<file path="config.mk">
export PLATFORM = sky130hd
export DESIGN_NAME = addr_sel_ctrl
export DESIGN_NICKNAME = d
export VERILOG_FILES = /design/src/rtl/addr_sel_pkg.sv /design/src/rtl/strobe_norm.sv /design/src/rtl/select_fsm.sv /design/src/rtl/flag_gate.sv /design/src/rtl/addr_sel_ctrl.sv
export SDC_FILE = /design/constraint.sdc
export NUM_CORES = 1
export LEC_CHECK = 0
export BUFFER_PORTS_ARGS = -buffer_cell sky130_fd_sc_hd__clkbuf_2
export CELL_PAD_IN_SITES_DETAIL_PLACEMENT = 1
export CELL_PAD_IN_SITES_GLOBAL_PLACEMENT = 2
export CORE_AREA = 2 2 39 41
export CTS_CLUSTER_SIZE = 40
export DETAILED_ROUTE_END_ITERATION = 10
export DIE_AREA = 0 0 41 43
export PLACE_DENSITY = 0.46
export SETUP_SLACK_MARGIN = 0.5
export SYNTH_ARGS = -nofsm -noshare
export SYNTH_HDL_FRONTEND = slang
export SYNTH_HIERARCHICAL = 1
export SYNTH_SLANG_ARGS = --single-unit
export TNS_END_PERCENT = 5
</file>
<file path="constraint.sdc">
create_clock -name clk -period 1.4 [get_ports clk]
set_input_delay 0.07 -clock clk [delete_from_list [all_inputs] [get_ports clk]]
set_output_delay 0.07 -clock clk [all_outputs]
set_load 0.005 [all_outputs]
</file>
<file path="src/rtl/addr_sel_pkg.sv">
// Shared types of the address-matched selection controller.
package addr_sel_pkg;
    typedef enum logic [1:0] {
        ST_IDLE  = 2'd0,  // not selected, no address match seen yet
        ST_ARMED = 2'd1,  // address match seen, waiting for enable
        ST_SEL   = 2'd2,  // selected through the handshake
        ST_CONT  = 2'd3   // selected continuously since reset
    } sel_state_t;
endpackage

</file>
<file path="src/rtl/strobe_norm.sv">
// Turns the raw strobes into active-high "asserted" levels.
// Assumes: en_active_high is held steady during a handshake.
module strobe_norm (
    input  logic match_n,
    input  logic en_n,
    input  logic en_active_high,
    output logic match_act,
    output logic en_act
);
    // Polarity handling for both strobes.
    always_comb begin
        match_act = ~match_n;
        en_act    = en_active_high ? en_n : ~en_n;
    end
endmodule

</file>
<file path="src/rtl/select_fsm.sv">
// Selection state machine: two-step handshake plus a continuous mode
// that is latched on a reset edge. Assumes inputs are settled at the edge.
module select_fsm
    import addr_sel_pkg::*;
(
    input  logic clk,
    input  logic rst_n,
    input  logic match_act,
    input  logic en_act,
    output logic sel,
    output logic cont
);
    sel_state_t state_q, state_d;

    // Next-state decision for one sampled edge.
    always_comb begin
        state_d = state_q;
        unique case (state_q)
            ST_IDLE:  if (match_act) state_d = ST_ARMED;
            ST_ARMED: if (en_act) state_d = ST_SEL;
            ST_SEL:   if (!match_act && !en_act) state_d = ST_IDLE;
            ST_CONT:  if (!(match_act && en_act))
                          state_d = match_act ? ST_ARMED : ST_IDLE;
            default:  state_d = ST_IDLE;
        endcase
    end

    // State register; a reset edge with both strobes asserted enters continuous mode.
    always_ff @(posedge clk) begin
        if (!rst_n) state_q <= (match_act && en_act) ? ST_CONT : ST_IDLE;
        else        state_q <= state_d;
    end

    // Decoded outputs of the registered state.
    always_comb begin
        sel  = (state_q == ST_SEL) || (state_q == ST_CONT);
        cont = (state_q == ST_CONT);
    end


    idle_no_jump_chk: assert property (@(posedge clk) disable iff (!rst_n)
        (state_q == ST_IDLE) |=> (state_q != ST_SEL));

    both_drop_chk: assert property (@(posedge clk) disable iff (!rst_n)
        (state_q == ST_SEL && !match_act && !en_act) |=> (state_q == ST_IDLE));

    one_drop_chk: assert property (@(posedge clk) disable iff (!rst_n)
        (state_q == ST_SEL && (match_act || en_act)) |=> sel);

    cont_hold_chk: assert property (@(posedge clk) disable iff (!rst_n)
        (cont && match_act && en_act) |=> cont);

    cont_exit_chk: assert property (@(posedge clk) disable iff (!rst_n)
        (cont && !(match_act && en_act)) |=> !cont);
endmodule

</file>
<file path="src/rtl/flag_gate.sv">
// Registers the FIFO flag output enable from the address-match strobe.
// Assumes: a reset edge clears it regardless of the strobe.
module flag_gate (
    input  logic clk,
    input  logic rst_n,
    input  logic match_act,
    output logic flag_oe
);
    // Flag drivers follow the sampled address match.
    always_ff @(posedge clk) begin
        if (!rst_n) flag_oe <= 1'b0;
        else        flag_oe <= match_act;
    end


    flag_on_chk: assert property (@(posedge clk) disable iff (!rst_n)
        match_act |=> flag_oe);

    flag_off_chk: assert property (@(posedge clk) disable iff (!rst_n)
        !match_act |=> !flag_oe);
endmodule

</file>
<file path="src/rtl/addr_sel_ctrl.sv">
// Top of the address-matched port selection controller. It joins the
// strobe decoding, the selection FSM and the flag enable register.
module addr_sel_ctrl (
    input  logic clk,
    input  logic rst_n,
    input  logic match_n,
    input  logic en_n,
    input  logic en_active_high,
    output logic sel_o,
    output logic bus_oe_o,
    output logic flag_oe_o,
    output logic cont_lock_o
);
    logic match_act, en_act, sel, cont;

    strobe_norm u_norm (
        .match_n(match_n), .en_n(en_n), .en_active_high(en_active_high),
        .match_act(match_act), .en_act(en_act)
    );

    select_fsm u_fsm (
        .clk(clk), .rst_n(rst_n), .match_act(match_act), .en_act(en_act),
        .sel(sel), .cont(cont)
    );

    flag_gate u_flag (
        .clk(clk), .rst_n(rst_n), .match_act(match_act), .flag_oe(flag_oe_o)
    );

    // Output drive: the data bus is driven only while selected.
    always_comb begin
        sel_o       = sel;
        bus_oe_o    = sel;
        cont_lock_o = cont;
    end


    lock_implies_sel_chk: assert property (@(posedge clk) disable iff (!rst_n)
        cont_lock_o |-> sel_o);
endmodule

</file>
==> run summary <==
Arr. time, crit path -> 1.06 ns
Min-Delay Path Class -> primary input to flip-flop
cells on worst reg2reg path -> 2
Setup TNS -> 0 ns
GP Congestion -> 0.7309
# fillers -> 169
post-DP HPWL -> 295.7 um
max incr delay on CP -> 0.46 ns
top cells by area, synth -> edfxtp_1, dfxtp_1, o211ai_2
Synth top area share -> 32.00%
VDD IR-drop max -> 220.9 uV
initial DRC count -> 0
leading area contributor after synthesis -> edfxtp_1
antenna cells -> 0
most frequent cells in the layout -> clkbuf_2, clkbuf_4
Vias/cell -> 3.688
Slew headroom -> 83.21%
DRC Markers -> 0
fin. max-slew vios -> 0
Crit-path slowest cell -> edfxtp_1
CTS tree -> yes
# H-tree levels -> 1
TritonCTS Sinks -> 3
total CTS buffers -> 3
Clk Latency, worst-skew pair -> 0.23 ns
largest net degree at the start of global routing -> 7
end-of-flow core utilization -> 20.07%
R2R setup slack -> 0.26 ns
capture point of the worst path -> u_fsm/state_q[1]
die width -> 41 um
vias in the first global route -> 149
min cycle time layout -> 1.138 ns
CTS Hold Bufs -> 0
post-synthesis sequential area ratio -> 42.67%
Worst Max-Slew Pin Slew -> 0.2500 ns
RSZ-0062 raised after global routing -> yes
Crit Reg-Reg Startpoint -> u_fsm/state_q[0]
initial antenna violation count -> 0
Initial Util -> 13.56%
Clk pin slew, worst setup/hold paths -> 0.04 ns
DRT Pass-1 Iters -> 1
Post-Syn Area -> 187.7 um2
total power -> 0.4188 mW
hold slack -> 0.1370 ns
Placed Area -> 236.5 um2
total grt overflow -> 0
die area -> 1763 um2
Final Cycle Share -> 81.28%
Buf/Inv on CP -> 0
Final ANT Viol Nets -> 0
setup violators final -> 0
placed cells -> 42
post-synthesis register bit count -> 3
Layout area overhead -> 48.00%
Max Cap Viol -> 0
Leak -> 0.1288 nW
pre-CTS WS -> 0.2308 ns
maximum clock path buffer count -> 2
CP Depth -> 2
R2R Path End -> u_fsm/state_q[1]
Crit Path Max Fanout -> 6
Ports -> 9
final worst setup slack -> 0.2621 ns
Critical Path RT -> 1.32 ns
Finished Cell Area -> 277.8 um2
die height -> 43 um
average wire per standard cell -> 8.292 um
Post-Route WL -> 398 um
# nets final -> 38
post-synthesis cell type count -> 17
CP endpoint kind -> flip-flop
number of port buffers -> 8
Worst Skew -> 0.00007998 ns
Total GRT Usage -> 5.717%
layout cells sized above 1 -> 46.88%
Mapped Nets -> 25
vias post-DR -> 177
Top delay family on crit path -> flip-flops
first-pass GRT wire length -> 593 um
Layout Cells excl Fill -> 48
outcome -> finished, final reports clean
start-to-end type of the worst setup path -> flip-flop to flip-flop
Max Clk Rate -> 0.8788 GHz
leading cell type in the layout, fill and taps excluded -> clkbuf_2
CP startpoint -> u_fsm/state_q[0]
Ys Warns -> 6
Synth Instances -> 20
CP Cell Sequence -> mux2i_1 -> o211ai_2
root buffer cell -> clkbuf_4
Std-Cell Rows -> 14
Final Hold Viols -> 0
syn_area_per_cell -> 9.384 um2
Core Area -> 1384 um2
CP startpoint kind -> flip-flop
PD cells -> 1508 nW/um2
[synthesized netlist by cell type (all sizes together)]
master and instances:
mux2i 1, o211ai 2, inv 1, o21ai 3
xnor2 1, clkbuf 1, nor2 2, and3 1
buf 1, nand3b 1, and2 2, edfxtp 2
nand2 1, dfxtp 1
[layer usage]
layer  GRT usage [%]  up-vias  wire, um
li1                -       92         -
met1           6.090       80       184
met2           6.250        5       198
met3           3.141        0        16
met4           8.000        0         0
met5               0        -         0
[worst reg2reg max path, delay by kind of cell (launching register included)]
kind,cells,cell delay [ns]
mux,1,0.17
compound gates,1,0.20
flops,1,0.46
[kinds of logic (layout without fill, tap and decap cells)]
family | count (synthesis) | count (layout) | share of synthesized area [%]
xor gates and xnor gates | 1 | 1 | 4.668
muxes | 1 | 1 | 5.334
buffers and inverters | 3 | 15 | 7.998
AOI/OAI and AO/OA | 5 | 5 | 18.66
DFF | 3 | 3 | 42.67
and+or+nand+nor | 7 | 7 | 20.67
[sequential cells by signal (all words and copies together), names as in the netlist]
signal,count
u_fsm/state_q,2
u_flag/flag_oe,1
[final cells by class]
class	instances	area (um2)	area share [%]
multi-input combinational	14	92.59	33.33
sequential	3	80.08	28.83
timing repair buffer	10	55.05	19.82
clock buffer	4	26.28	9.459
tap	16	20.02	7.207
inverter	1	3.754	1.351
[worst min path at each step]
| stage | from | endpoint | cells after the start |
|---|---|---|---|
| 3_5_place_dp | rst_n | u_flag/flag_oe | 2 |
| 6_report | rst_n | u_flag/flag_oe | 2 |
| 5_1_grt | rst_n | u_flag/flag_oe | 2 |
| 2_1_floorplan | rst_n | u_flag/flag_oe | 1 |
| 4_1_cts | rst_n | u_flag/flag_oe | 2 |
| 3_3_place_gp | rst_n | u_flag/flag_oe | 2 |
[repair_timing]
item,4_1_cts,5_1_grt
endpoints found under the setup margin,7,7
buffers inserted,2,0
cloned,0,0
resized for setup,0,0
[power by group]
part	internal, mW	total (mW)	switching, mW
clock network	0.107	0.150	0.0431
registers	0.122	0.144	0.0222
logic	0.0710	0.125	0.0541
total	0.299	0.419	0.119
(Power assumes the default switching activity.)
